File: src/rtl/smc_wr_pkg.sv
package smc_wr_pkg;

   typedef enum logic {
      CTL_BY_CS = 1'b0,
      CTL_BY_WE = 1'b1
   } ctl_sel_e;

   localparam int STROBE_N = 2;
   localparam int IDX_WE   = 0;
   localparam int IDX_CS   = 1;

endpackage

File: src/rtl/smc_wr_timing.sv
module smc_wr_timing
   import smc_wr_pkg::*;
#(
   parameter int CNT_W = 8,
   localparam int EW   = CNT_W + 1
) (
   input  logic [CNT_W-1:0] we_setup,
   input  logic [CNT_W-1:0] we_pulse,
   input  logic [CNT_W-1:0] cs_setup,
   input  logic [CNT_W-1:0] cs_pulse,
   input  logic [CNT_W-1:0] cyc_len,
   input  ctl_sel_e         ctl,
   output logic [EW-1:0]    we_start,
   output logic [EW-1:0]    we_stop,
   output logic [EW-1:0]    cs_start,
   output logic [EW-1:0]    cs_stop,
   output logic [EW-1:0]    len
);

   logic [EW-1:0] we_end, cs_end, late_end, base_len;

   always_comb begin
      we_end   = EW'(we_setup) + EW'(we_pulse);
      cs_end   = EW'(cs_setup) + EW'(cs_pulse);
      late_end = (we_end > cs_end) ? we_end : cs_end;
      we_start = EW'(we_setup);
      cs_start = EW'(cs_setup);
      if (ctl == CTL_BY_WE) begin
         we_stop = we_end;
         cs_stop = late_end;
      end else begin
         we_stop = late_end;
         cs_stop = cs_end;
      end
      base_len = (EW'(cyc_len) > late_end) ? EW'(cyc_len) : late_end;
      len      = (base_len == '0) ? EW'(1) : base_len;
   end

endmodule

File: src/rtl/smc_wr_strobe.sv
module smc_wr_strobe #(
   parameter int CW = 9
) (
   input  logic          clk,
   input  logic          rst_n,
   input  logic          run,
   input  logic [CW-1:0] cnt,
   input  logic [CW-1:0] start,
   input  logic [CW-1:0] stop,
   output logic          strobe_n
);

   always_ff @(posedge clk or negedge rst_n) begin
      if (!rst_n) strobe_n <= 1'b1;
      else        strobe_n <= !(run && (cnt >= start) && (cnt < stop));
   end

endmodule

File: src/rtl/smc_write_seq.sv
module smc_write_seq
   import smc_wr_pkg::*;
#(
   parameter int ADDR_W = 26,
   parameter int DATA_W = 32,
   parameter int BE_W   = 4,
   parameter int CNT_W  = 8
) (
   input  logic              clk,
   input  logic              rst_n,
   input  logic              req_i,
   output logic              ack_o,
   input  logic [ADDR_W-1:0] addr_i,
   input  logic [DATA_W-1:0] data_i,
   input  logic [BE_W-1:0]   be_i,
   input  logic [CNT_W-1:0]  we_setup_i,
   input  logic [CNT_W-1:0]  we_pulse_i,
   input  logic [CNT_W-1:0]  cs_setup_i,
   input  logic [CNT_W-1:0]  cs_pulse_i,
   input  logic [CNT_W-1:0]  cyc_len_i,
   input  logic              ctl_nwe_i,
   output logic              busy_o,
   output logic              done_o,
   output logic [ADDR_W-1:0] mem_addr_o,
   output logic [BE_W-1:0]   mem_bs_n_o,
   output logic [DATA_W-1:0] mem_data_o,
   output logic              mem_cs_n_o,
   output logic              mem_we_n_o
);

   localparam int EW = CNT_W + 1;

   if (CNT_W < 2)           begin : g_bad_cnt  $error("CNT_W must be at least 2");      end
   if (ADDR_W < 1)          begin : g_bad_addr $error("ADDR_W must be positive");       end
   if (DATA_W % BE_W != 0)  begin : g_bad_be   $error("DATA_W must split into BE_W lanes"); end

   logic              busy_q, done_q, accept, last, run_nxt;
   logic [EW-1:0]     cnt_q, cnt_nxt;
   logic [CNT_W-1:0]  we_s_q, we_p_q, cs_s_q, cs_p_q, len_q;
   ctl_sel_e          ctl_q, ctl_sel;
   logic [CNT_W-1:0]  we_s_sel, we_p_sel, cs_s_sel, cs_p_sel, len_sel;
   logic [EW-1:0]     t_start [STROBE_N];
   logic [EW-1:0]     t_stop  [STROBE_N];
   logic [EW-1:0]     t_len;
   logic [STROBE_N-1:0] strb_n;

   assign accept = req_i && !busy_q;
   assign ack_o  = accept;

   // on acceptance the fresh configuration drives the first count value
   always_comb begin
      if (accept) begin
         we_s_sel = we_setup_i; we_p_sel = we_pulse_i;
         cs_s_sel = cs_setup_i; cs_p_sel = cs_pulse_i;
         len_sel  = cyc_len_i;
         ctl_sel  = ctl_sel_e'(ctl_nwe_i);
      end else begin
         we_s_sel = we_s_q; we_p_sel = we_p_q;
         cs_s_sel = cs_s_q; cs_p_sel = cs_p_q;
         len_sel  = len_q;
         ctl_sel  = ctl_q;
      end
   end

   smc_wr_timing #(.CNT_W(CNT_W)) u_timing (
      .we_setup (we_s_sel),
      .we_pulse (we_p_sel),
      .cs_setup (cs_s_sel),
      .cs_pulse (cs_p_sel),
      .cyc_len  (len_sel),
      .ctl      (ctl_sel),
      .we_start (t_start[IDX_WE]),
      .we_stop  (t_stop[IDX_WE]),
      .cs_start (t_start[IDX_CS]),
      .cs_stop  (t_stop[IDX_CS]),
      .len      (t_len)
   );

   assign last    = busy_q && (cnt_q == t_len - EW'(1));
   assign run_nxt = accept || (busy_q && !last);
   assign cnt_nxt = accept ? '0 : cnt_q + EW'(1);

   for (genvar i = 0; i < STROBE_N; i++) begin : g_strobe
      smc_wr_strobe #(.CW(EW)) u_strobe (
         .clk      (clk),
         .rst_n    (rst_n),
         .run      (run_nxt),
         .cnt      (cnt_nxt),
         .start    (t_start[i]),
         .stop     (t_stop[i]),
         .strobe_n (strb_n[i])
      );
   end

   always_ff @(posedge clk or negedge rst_n) begin
      if (!rst_n) begin
         busy_q     <= 1'b0;
         done_q     <= 1'b0;
         cnt_q      <= '0;
         we_s_q     <= '0;
         we_p_q     <= '0;
         cs_s_q     <= '0;
         cs_p_q     <= '0;
         len_q      <= '0;
         ctl_q      <= CTL_BY_CS;
         mem_addr_o <= '0;
         mem_data_o <= '0;
         mem_bs_n_o <= '0;
      end else begin
         busy_q <= run_nxt;
         done_q <= last;
         if (run_nxt) cnt_q <= cnt_nxt;
         if (accept) begin
            we_s_q     <= we_setup_i;
            we_p_q     <= we_pulse_i;
            cs_s_q     <= cs_setup_i;
            cs_p_q     <= cs_pulse_i;
            len_q      <= cyc_len_i;
            ctl_q      <= ctl_sel_e'(ctl_nwe_i);
            mem_addr_o <= addr_i;
            mem_data_o <= data_i;
            mem_bs_n_o <= ~be_i;
         end
      end
   end

   assign busy_o     = busy_q;
   assign done_o     = done_q;
   assign mem_we_n_o = strb_n[IDX_WE];
   assign mem_cs_n_o = strb_n[IDX_CS];

endmodule

File: config.mk
export PLATFORM = sky130hd
export DESIGN_NAME = smc_write_seq
export DESIGN_NICKNAME = d
export VERILOG_FILES = /design/src/rtl/smc_wr_pkg.sv /design/src/rtl/smc_wr_timing.sv /design/src/rtl/smc_wr_strobe.sv /design/src/rtl/smc_write_seq.sv
export SDC_FILE = /design/constraint.sdc
export NUM_CORES = 1
export LEC_CHECK = 0
export ABC_AREA = 1
export BUFFER_PORTS_ARGS = -buffer_cell sky130_fd_sc_hd__buf_4
export CORE_MARGIN = 2
export CORE_UTILIZATION = 25
export DETAILED_ROUTE_END_ITERATION = 10
export SETUP_SLACK_MARGIN = 0.2
export SYNTH_ARGS = -nofsm -noshare
export SYNTH_HDL_FRONTEND = slang
export SYNTH_HIERARCHICAL = 1
export SYNTH_SLANG_ARGS = --single-unit
File: constraint.sdc
create_clock -name clk -period 13.19 [get_ports clk]
set_clock_uncertainty 0.1 [all_clocks]
set_input_delay 0.6595 -clock clk [delete_from_list [all_inputs] [get_ports clk]]
set_output_delay 0.6595 -clock clk [all_outputs]
set_load 0.01 [all_outputs]
; ---- Word level (Yosys, flattened, before mapping)
; Index checks and enable logic that the tools add are counted.
[op_classes]
n_eq_ne = 1
n_lt_le_gt_ge = 6
add_sub_neg = 4
n_bitwise = 1
reduce_logical = 13
n_mux = 12
[ops]
columns = op, count
row1 = $mux W9, 6
row2 = $mux W8, 5
row3 = $add A8 B8 Y9, 2
row4 = $ge A9 B8 Y1, 2
row5 = $lt A9 B9 Y1, 2
row6 = $add A9 B1 Y9 const B, 1
row7 = $eq A9 B9 Y1, 1
row8 = $gt A8 B9 Y1, 1
row9 = $gt A9 B9 Y1, 1
row10 = $logic_not A9 Y1, 1
row11 = $sub A9 B1 Y9 const B, 1
row12 = $logic_and A1 B1 Y1, 7
row13 = $logic_not A1 Y1, 4
row14 = $not A4 Y4, 1
row15 = $logic_or A1 B1 Y1, 1
row16 = $mux W1, 1
[totals]
output_inout_bits = 67
in_bits = 106
elab_cells = 51
reg_bits = 116

; ---- Depth between registers and ports, before layout
; Gate-level depths: netlist (run 1).
[logic_depth]
ltp_word = 19
mapped_depth = 57
mapped_depth_nobuf = 54

; ---- Hierarchy
; Netlist (run 1), hierarchy kept.
[modules_own_cells]
columns = module, seq_area_each_um2, instances, area_per_inst_um2, cells_each
row1 = smc_write_seq, 2852.7, 1, 4783.3, 584
row2 = smc_wr_timing, 0.0, 1, 1899.3, 324
row3 = smc_wr_strobe, 26.3, 2, 495.5, 80

; ---- Worst setup path before layout (run 1)
; No wires, ideal clock.
[synth_path]
path_type = input to register
start = input port req_i
end = register cnt_q[6]
arrival_time_ns = 6.104
stages = 50
setup_slack_ns = 6.869
required_time_ns = 12.973
setup_time_ns = 0.117
path_buffers = 4
cell_sequence = inv_1 -> nor2_1 -> buf_2 -> clkbuf_1 -> nand2_1 -> nand2_1 -> ha_1 -> inv_1 -> fa_1 -> inv_1 -> nand3_1 -> nand2_2 -> nand2_1 -> nand4_1 -> nand2_2 -> ha_1 -> nand2_1 -> nor2_4 -> (+14 left out) -> nand2_2 -> nand3_2 -> nand2_1 -> nand2_1 -> nand2_1 -> nor2_1 -> nand3_1 -> nand2_1 -> inv_1 -> ha_1 -> xnor2_1 -> nor2_1 -> nand3_1 -> nor2_1 -> nand3_2 -> buf_6 -> nand3_1 -> nand2_1
[synth_between]
elab_chain_cells = 15
elab_cells_between_ends = 21
classes_between = add/sub: 3 / order compare: 2 / eq/ne: 1 / mux: 9 / reduce/logical: 6
[synth_rtl]
columns = element, line
row1 = from (decl), smc_write_seq.sv:11  ; input logic req_i,
row2 = $logic_and A1 B1 Y1 *, smc_write_seq.sv:47  ; assign accept = req_i && !busy_q;
row3 = $mux W8 *, smc_write_seq.sv:52  ; if (accept) begin
row4 = named net cs_s_sel[0], smc_write_seq.sv:41  ; logic [CNT_W-1:0] we_s_sel, we_p_sel, cs_s_sel, cs_p_sel, len_sel;
row5 = $add A8 B8 Y9 *, smc_wr_timing.sv:24  ; cs_end = EW'(cs_setup) + EW'(cs_pulse);
row6 = $gt A9 B9 Y1, smc_wr_timing.sv:25  ; late_end = (we_end > cs_end) ? we_end : cs_end;
row7 = $mux W9 *, smc_wr_timing.sv:25
row8 = $gt A8 B9 Y1, smc_wr_timing.sv:35  ; base_len = (EW'(cyc_len) > late_end) ? EW'(cyc_len) : late_end;
row9 = $mux W9 *, smc_wr_timing.sv:35
row10 = $logic_not A9 Y1, smc_wr_timing.sv:36  ; len = (base_len == '0) ? EW'(1) : base_len;
row11 = $mux W9 *, smc_wr_timing.sv:36
row12 = named net t_len[0], smc_write_seq.sv:44  ; logic [EW-1:0] t_len;
row13 = $sub A9 B1 Y9 *, smc_write_seq.sv:79  ; assign last = busy_q && (cnt_q == t_len - EW'(1));
row14 = $eq A9 B9 Y1 *, smc_write_seq.sv:79
row15 = $logic_and A1 B1 Y1 *, smc_write_seq.sv:79
row16 = $logic_not A1 Y1 *, smc_write_seq.sv:80  ; assign run_nxt = accept || (busy_q && !last);
row17 = $logic_and A1 B1 Y1 *, smc_write_seq.sv:80
row18 = $logic_or A1 B1 Y1 *, smc_write_seq.sv:80
row19 = to (signal assigned), smc_write_seq.sv:112  ; if (run_nxt) cnt_q <= cnt_nxt;
row20 = to (decl), smc_write_seq.sv:38  ; logic [EW-1:0] cnt_q, cnt_nxt;
; Mark *: on every way through the listed nets, which the timed path passes. The rest lies on a longest branch.
; A chain may end at the register's enable or synchronous reset.

; ---- Worst setup path after layout (run 1)
[layout_path]
start = register busy_q (netlist: busy_o)
end = register g_strobe[1].u_strobe.strobe_n
[layout_between]
elab_chain_cells = 19
elab_cells_between_ends = 29
classes_between = add/sub: 3 / order compare: 4 / eq/ne: 1 / mux: 11 / reduce/logical: 10
[layout_rtl]
columns = element, line
row1 = from (decl), smc_write_seq.sv:37  ; logic busy_q, done_q, accept, last, run_nxt;
row2 = from (signal assigned), smc_write_seq.sv:110  ; busy_q <= run_nxt;
row3 = $logic_not A1 Y1 *, smc_write_seq.sv:47
row4 = $logic_and A1 B1 Y1 *, smc_write_seq.sv:47
row5 = $mux W8 *, smc_write_seq.sv:52
row6 = named net we_s_sel[4], smc_write_seq.sv:41
row7 = $add A8 B8 Y9 *, smc_wr_timing.sv:23  ; we_end = EW'(we_setup) + EW'(we_pulse);
row8 = $gt A9 B9 Y1, smc_wr_timing.sv:25
row9 = $mux W9 *, smc_wr_timing.sv:25
row10 = $gt A8 B9 Y1, smc_wr_timing.sv:35
row11 = (+3 left out), n/a
row12 = named net t_len[0], smc_write_seq.sv:44
row13 = (+1 left out), n/a
row14 = $eq A9 B9 Y1 *, smc_write_seq.sv:79
row15 = $logic_and A1 B1 Y1 *, smc_write_seq.sv:79
row16 = $logic_not A1 Y1 *, smc_write_seq.sv:80
row17 = $logic_and A1 B1 Y1 *, smc_write_seq.sv:80
row18 = $logic_or A1 B1 Y1 *, smc_write_seq.sv:80
row19 = named net run_nxt, smc_write_seq.sv:37
row20 = $logic_and A1 B1 Y1 * (2 in a row), smc_wr_strobe.sv:15  ; else strobe_n <= !(run && (cnt >= start) && (cnt < stop));
row21 = $logic_not A1 Y1 *, smc_wr_strobe.sv:15
row22 = to (signal assigned), smc_wr_strobe.sv:15
row23 = to (decl), smc_wr_strobe.sv:10  ; output logic strobe_n
; Marked as above.

==> flow_summary.ini, run 1 <==
[status]
status = finished, final reports clean

[drt]
drt_first_pass_iters = 5
wl_mm = 21.0
antenna_left = 0
drc = 0
routed_via_density = 4.25
drtIter0Drc = 383
vias = 6909
routedWlPerCell_um = 13.0

[synth]
synth.avg_cell_area_um2 = 7.19
synth.top_cell.area_share = 0.372
syn_area_mm2 = 0.00767
synth_seq_cells = 116
synth_area_leader_cell = dfrtp_1
syn_inst = 1068
synth-seq-area-share = 0.379
yosysWarnings = 6
synthTopCellsByArea = dfrtp_1, nand2_1, ha_1
ys_types = 40

[floorplan]
coreArea_mm2 = 0.0304
die-width_um = 179
dieHeight_um = 179
num_io_pins = 173
start_util = 0.252
fp.dieArea_mm2 = 0.0321
row_count = 64

[setup_path]
critPathBufInv = 6
reg2reg_setup_slack_ns = 5.24
r2r_cells = 48
rr_endpoint = g_strobe[1].u_strobe/strobe_n$_DFF_PN1_
end_kind = flip-flop
start_kind = flip-flop
cp_slowest_cell = nor2_4
max_stage_delay_ns = 0.62
worst-setup-path-type = reg -> reg
crit_path_max_fanout = 80
r2r_start = busy_o$_DFF_PN0_
worst_ep_arrival_time_ns = 8.22
cp_common_cell = nand2_1
required_ns = 13.46
cp_top_family = simple AND/OR/NAND/NOR gates

[timing]
period_needed_ns = 7.95
max_slew_margin = 0.345
drv_slew = 0
hold_ws_ns = 0.134
finalCritPeriodShare = 0.603
tightest_slew_ns = 0.975
tns_ns = 0
hold_violations = 0
clock.fmax_mhz = 126
rsz0062_at_grt = false
setup_viol = 0

[clock_tree]
cts_hold_buffers = 0
ctsLongestPathBuffers = 2
post-cts-setup-buffers = 0
cts_buffers = 17
clock_latency_ns = 0.43
cts-root-buf = clkbuf_16
htree_levels = 4
clk_pin_slew_ns = 0.07
cts.sink_count = 116
ctsResizeCount = 0
cts_tree = done

[layout]
diodes = 0
synthToLayoutAreaGrowth_pct = 28.1
nets = 1392
drive_above_1_share = 0.204
fillers = 3296

[global_route]
grt_pass1_vias = 6715
grt_usage = 0.137
grt_first_pass_wirelength_mm = 34.4
overflow = 0
grt_max_degree = 81
antenna_found_initial = 0

[place]
port_buffers = 172
hpwl_mm = 16.2
gp_congestion = 0.877

[run]
drv_cap = 0

[worst_hold_path]
hp-class = in -> async
[worst reg2reg max path: cells and delay by family, from the launching register on]
| kind | cells | cell delay (ns) |
|---|---|---|
| fa+ha+maj | 4 | 1.25 |
| flops | 1 | 0.45 |
| buf+inv | 6 | 1.59 |
| compound gates | 2 | 0.34 |
| simple gates | 36 | 4.18 |
[synthesized netlist by cell type]
cell and n:
or2_0 1, or2_1 1, a21o_1 3, o21ai_1 2, nand2_2 13, ha_1 69, nand3_2 2, o21ai_2 3
inv_2 4, mux2i_1 3, dfstp_2 2, dfrtp_1 114, buf_4 18, buf_2 4, nor3_2 1, a21oi_2 2
conb_1 1, a21oi_4 1, inv_1 117, nor2_2 6, nand2_1 497, nand3b_2 1, o21ai_0 21, nand4_1 13
nor2_1 44, clkbuf_1 18, xnor2_1 8, nand3b_4 1, nor2_4 2, nand3b_1 3, nand2_4 2, buf_6 3
fa_1 2, nand3_1 41, xor2_1 7, o21ai_4 2, a21oi_1 27, o21a_1 3, nor3_1 1, buf_1 5
[metrics by stage]
| stage | std cells | worst slack, ns | util | instance area, um^2 |
|---|---|---|---|---|
| after floorplan | 1069 | 6.87 | - | 7680 |
| after global placement | 1592 | 4.97 | 0.303 | 9220 |
| after detailed placement | 1592 | 4.85 | 0.303 | 9220 |
| after CTS | 1624 | 5.17 | 0.323 | 9830 |
| after global routing | 1624 | 4.15 | 0.323 | 9830 |
| final | 1624 | 5.24 | 0.323 | 9830 |
[sequential cells by signal, summed over array words and instances, names as in the netlist]
name	count
we_s_q	8
mem_data_o	32
cs_p_q	8
cs_s_q	8
done_o	1
mem_addr_o	26
mem_bs_n_o	4
len_q	8
cnt_q	9
g_strobe.u_strobe/strobe_n	2
we_p_q	8
ctl_q	1
busy_o	1
[how the worst max path moves through the flow]
stage                     startpoint                                       to  slack (ns)  depth (start not counted)
finish              busy_o$_DFF_PN0_  g_strobe[1].u_strobe/strobe_n$_DFF_PN1_        5.24                         48
detailed placement             req_i  g_strobe[1].u_strobe/strobe_n$_DFF_PN1_        4.85                         50
floorplan                      req_i                     cnt_q[6]$_DFFE_PN0P_        6.87                         50
global route        busy_o$_DFF_PN0_  g_strobe[1].u_strobe/strobe_n$_DFF_PN1_        4.15                         48
global placement               req_i  g_strobe[0].u_strobe/strobe_n$_DFF_PN1_        4.97                         50
CTS                 busy_o$_DFF_PN0_  g_strobe[1].u_strobe/strobe_n$_DFF_PN1_        5.17                         48
[routing by layer]
| metal | vias to the layer above | wire (um) | track usage |
|---|---|---|---|
| met5 | - | 0 | 0 |
| met4 | 0 | 274 | 0.0373 |
| met3 | 15 | 1030 | 0.0252 |
| met2 | 159 | 9900 | 0.225 |
| met1 | 3152 | 9840 | 0.183 |
| li1 | 3583 | - | - |
[cell usage in the layout (no fill, tap or decap), drive strengths merged]
cell      instances
mux2i             3
clkinv            4
nor3              2
nand3            43
xor2              7
nor2             52
or2               2
nand3b            5
dfrtp           114
inv             129
fa                2
o21a              3
ha               69
xnor2             8
nand2           512
dfstp             2
a21oi            30
bufinv            2
conb              2
o21ai            28
clkbuf           17
clkinvlp          1
a21o              3
buf             175
nand4            13
[cell type report]
class	instances	area, um^2	share of cell area
Clock buffer	17	425	0.0433
Clock inverter	15	188	0.0191
Inverter	121	455	0.0463
Multi-Input combinational cell	784	4050	0.412
Sequential cell	116	2910	0.295
Tap cell	396	495	0.0504
Timing Repair Buffer	175	1310	0.134
[cells by family (layout without fill, tap and decap cells)]
family                   Yosys count  after routing  share of synthesized area
buffers and inverters            169            328                     0.0951
other                              1              2                   0.000489
AND/OR/NAND/NOR                  629            629                      0.337
adder cells (fa/ha/maj)           71             71                      0.118
XOR/XNOR                          15             15                     0.0171
flip-flops                       116            116                      0.379
multiplexers                       3              3                    0.00391
AO/OA/AOI/OAI                     64             64                     0.0505
Power of run 1 is left out: the tool's default activity adds up to more than one toggle a clock period on the data nets, which glitch-free logic cannot reach.
==> run 2, diff against run 1 <==
- clock period: 13.19 -> 7.6 ns (I/O delays scaled with it)
==> run 2 against run 1 <==
Against the previous run:
- the flow now finishes with violations (negative hold slack)
- critical path depth down 1
- worst setup slack worse by 4.3 ns
- first-iteration DRC count is 4.4% higher
==> flow_summary.ini, run 2 (same netlist as run 1, synthesis figures left out) <==
[timing]
drv_slew = 0
setup_viol = 0
rsz0062_at_grt = false
period_needed_ns = 6.64
clock.fmax_mhz = 151
tightest_slew_ns = 1.08
hold_violations = 17
max_slew_margin = 0.278
tns_ns = 0
hold_ws_ns = -0.0272
finalCritPeriodShare = 0.874

[global_route]
grt_usage = 0.137
antenna_found_initial = 0
grt_pass1_vias = 6808
grt_first_pass_wirelength_mm = 34.4
grt_max_degree = 104
overflow = 0

[layout]
diodes = 0
final_core_util = 0.326
top_register = mem_data_o
synthToLayoutAreaGrowth_pct = 29.4
final_area_mm2 = 0.00993
final_cell_mix = nand2_1, buf_4, inv_1, dfrtp_1, ha_1
largestRegisters = mem_data_o (32), mem_addr_o (26), cnt_q (9)
drive_above_1_share = 0.209
layout_commonest_cell = nand2_1
nets = 1399
largest_register_ffs = 32
fillers = 3298

[drt]
drtIter0Drc = 400
wl_mm = 21.8
drt_first_pass_iters = 5
wl_met3_mm = 1.01
routedWlPerCell_um = 13.4
routed_via_density = 4.31
vias = 7034
highest_layer = met4
drc = 0
met1_length_mm = 10.2
wl_met2_mm = 10.0
antenna_left = 0

[floorplan]
num_io_pins = 173
coreArea_mm2 = 0.0304
fp.dieArea_mm2 = 0.0321
die-width_um = 179
start_util = 0.252
row_count = 64
dieHeight_um = 179

[clock_tree]
cts.sink_count = 116
cts_hold_buffers = 0
ctsLongestPathBuffers = 2
clk_pin_slew_ns = 0.06
htree_levels = 4
cts_buffers = 17
cts_tree = done
clock_latency_ns = 0.42
cts-root-buf = clkbuf_16

[setup_path]
worst-setup-path-type = reg -> reg
cp_top_family = simple AND/OR/NAND/NOR gates
crit_path_max_fanout = 26
start_kind = flip-flop
cp_common_cell = nand2_1
required_ns = 7.86
cp_slowest_cell = dfrtp_1
max_stage_delay_ns = 0.45
path_depth = 47
r2r_cells = 47
worst_ep_arrival_time_ns = 6.90
end_kind = flip-flop
critPathBufInv = 5

[place]
hpwl_mm = 16.4
gp_congestion = 0.882
placed_cell_area_mm2 = 0.00926
port_buffers = 172

[run]
drv_cap = 0

[status]
status = finished with violations
failed_checks = negative hold slack

[worst_hold_path]
hp-class = in -> async
## run 2: cell types whose count changed in the layout (fill, tap and decap cells not counted)
cell / change
inv_4: +1
buf_6: +2
clkinv_8: -1
clkbuf_8: +1
buf_4: +4
clkinv_2: -1
bufinv_16: +1
nand2_4: +1
nand2_2: -1
clkbuf_16: +1
inv_8: -1
## run 2: repair_timing
action / in CTS / in global routing
setup endpoints to repair: 0 / 12
gates resized for setup: 0 / 4
endpoints found under the hold margin: 0 / 0
setup buffers: 0 / 1
## run 2: stage by stage
stage | std cells | hold slack, ns | setup WS (ns)
2_1_floorplan | 1069 | -0.0156 | 1.53
3_3_place_gp | 1596 | 0.355 | 0.770
3_5_place_dp | 1596 | 0.359 | 0.610
4_1_cts | 1628 | 0.00972 | 0.672
5_1_grt | 1631 | 0.0338 | 0.285
6_report | 1631 | -0.0272 | 0.957
## run 2: cell type report
type                            instances  area, um^2  area share
Clock buffer                           18         439      0.0442
Clock inverter                         14         190      0.0191
Inverter                              121         457      0.0460
Multi-Input combinational cell        784        4060       0.408
Sequential cell                       116        2910       0.292
Tap cell                              396         495      0.0499
Timing Repair Buffer                  182        1390       0.140
## run 2: final timing paths
check,from,end,slack (ns)
min in group clk,be_i[2],mem_bs_n_o[2]$_DFFE_PN0P_,0.04
worst max register to register,busy_o$_DFF_PN0_,g_strobe[0].u_strobe/strobe_n$_DFF_PN1_,0.96
max in group asynchronous,rst_n,mem_addr_o[7]$_DFFE_PN0P_,6.24
worst min register to register,mem_data_o[3]$_DFFE_PN0P_,mem_data_o[3]$_DFFE_PN0P_,0.37
worst max-delay path,busy_o$_DFF_PN0_,g_strobe[0].u_strobe/strobe_n$_DFF_PN1_,0.96
worst min-delay path,rst_n,mem_addr_o[20]$_DFFE_PN0P_,-0.03
## run 2: layer usage
layer,vias to the layer above,GRT usage
li1,3592,-
met1,3234,0.181
met2,177,0.221
met3,31,0.0261
met4,0,0.0551
met5,-,0
Power of run 2 is left out for the same reason.
==> run 3, diff against run 2 <==
- ABC_CLOCK_PERIOD_IN_PS: not set -> 7600
- HOLD_SLACK_MARGIN: not set -> 0.02
==> run 3 against run 2 <==
Against the previous run:
- the flow now finishes without violations
- fmax is essentially flat
- critical path depth is the same
- sequential share of layout area is essentially flat
- register-to-register slack about the same
- largest cell class unchanged
==> flow_summary.ini, run 3 (same netlist as run 1, synthesis figures left out) <==
[drt]
drc = 0
antenna_left = 0
wl_mm = 21.8
routed_via_density = 4.31
drt_first_pass_iters = 4
drtIter0Drc = 377
vias = 7028
routedWlPerCell_um = 13.3

[floorplan]
die-width_um = 179
start_util = 0.252
coreArea_mm2 = 0.0304
row_count = 64
num_io_pins = 173
fp.dieArea_mm2 = 0.0321
dieHeight_um = 179

[layout]
top_register = mem_data_o
layout_commonest_cell = nand2_1
largest_register_ffs = 32
drive_above_1_share = 0.209
largestRegisters = mem_data_o (32), mem_addr_o (26), cnt_q (9)
nets = 1400
diodes = 0
fillers = 3297
final_cell_mix = nand2_1, buf_4, inv_1, dfrtp_1, ha_1
synthToLayoutAreaGrowth_pct = 29.6

[timing]
rsz0062_at_grt = false
fin_ws_ns = 0.959
setup_viol = 0
clock.fmax_mhz = 151
drv_slew = 0
tns_ns = 0
hold_violations = 0
finalCritPeriodShare = 0.874
hold_ws_ns = 0.0434
tightest_slew_ns = 1.03
max_slew_margin = 0.306
period_needed_ns = 6.64

[worst_hold_path]
whs_path_depth = 2
hp-class = in -> reg
hp-start = be_i[2]
min_to = mem_bs_n_o[2]$_DFFE_PN0P_

[setup_path]
cp_slowest_cell = dfrtp_1
required_ns = 7.86
r2r_start = busy_o$_DFF_PN0_
worst-setup-path-type = reg -> reg
crit_path_max_fanout = 26
r2r_cells = 47
rr_endpoint = g_strobe[0].u_strobe/strobe_n$_DFF_PN1_
cp_common_cell = nand2_1
end_kind = flip-flop
start_kind = flip-flop
reg2reg_setup_slack_ns = 0.96
worst_ep_arrival_time_ns = 6.90
max_stage_delay_ns = 0.45

[clock_tree]
ctsLongestPathBuffers = 2
cts_tree = done
cts_buffers = 17
cts.sink_count = 116
cts-root-buf = clkbuf_16
clk_pin_slew_ns = 0.06
htree_levels = 4
clock_latency_ns = 0.42

[global_route]
overflow = 0
grt_first_pass_wirelength_mm = 34.4
antenna_found_initial = 0
grt_pass1_vias = 6814
grt_max_degree = 104
grt_usage = 0.138

[place]
dp_worst_setup_slack_ns = 0.610
port_buffers = 172
hpwl_mm = 16.4
gp_congestion = 0.882

[status]
status = finished, final reports clean

[run]
drv_cap = 0
[run 3: worst max-delay path, delay by kind of cell (launching register included)]
family | cells | cell delay (ns)
AND/OR/NAND/NOR | 35 | 3.73
adder cells (fa/ha/maj) | 5 | 1.52
buffers and inverters | 5 | 0.60
flip-flops | 1 | 0.45
AO/OA/AOI/OAI | 1 | 0.08
XOR/XNOR | 1 | 0.08
[run 3: final cells by class]
class	instances	area [um^2]	share of cell area
Tap cell	396	495	0.0498
Clock inverter	14	190	0.0191
Clock buffer	18	439	0.0442
Sequential cell	116	2910	0.292
Multi-Input combinational cell	784	4060	0.408
Timing Repair Buffer	183	1400	0.141
Inverter	121	457	0.0459
[run 3: how the worst max path moves through the flow]
stage                     start  cells past startpoint                                 endpoint
2_1_floorplan  busy_o$_DFF_PN0_                     49                     cnt_q[6]$_DFFE_PN0P_
3_3_place_gp              req_i                     48  g_strobe[0].u_strobe/strobe_n$_DFF_PN1_
3_5_place_dp              req_i                     48  g_strobe[1].u_strobe/strobe_n$_DFF_PN1_
4_1_cts        busy_o$_DFF_PN0_                     46  g_strobe[0].u_strobe/strobe_n$_DFF_PN1_
5_1_grt        busy_o$_DFF_PN0_                     47  g_strobe[1].u_strobe/strobe_n$_DFF_PN1_
6_report       busy_o$_DFF_PN0_                     47  g_strobe[0].u_strobe/strobe_n$_DFF_PN1_
[run 3: metrics by stage]
step                      utilization  cells  area, um^2
final                           0.327   1632        9940
after global placement          0.304   1596        9260
after detailed placement        0.304   1596        9260
after global routing            0.327   1632        9940
after floorplan                     -   1069        7680
after CTS                       0.325   1629        9900
[run 3: repair_timing]
| action | in CTS | in global routing |
|---|---|---|
| hold buffers | 1 | 0 |
| setup endpoints to repair | 0 | 12 |
| setup buffers | 0 | 1 |
| hold endpoints to repair | 28 | 0 |
| resized for setup | 0 | 4 |
[run 3: routing by layer]
metal,GRT usage,up-vias,part of all wire
met5,0,-,0
met4,0.0551,0,0.027
li1,-,3596,-
met3,0.0261,32,0.052
met1,0.181,3220,0.46
met2,0.221,180,0.46
Power of run 3 is left out for the same reason.
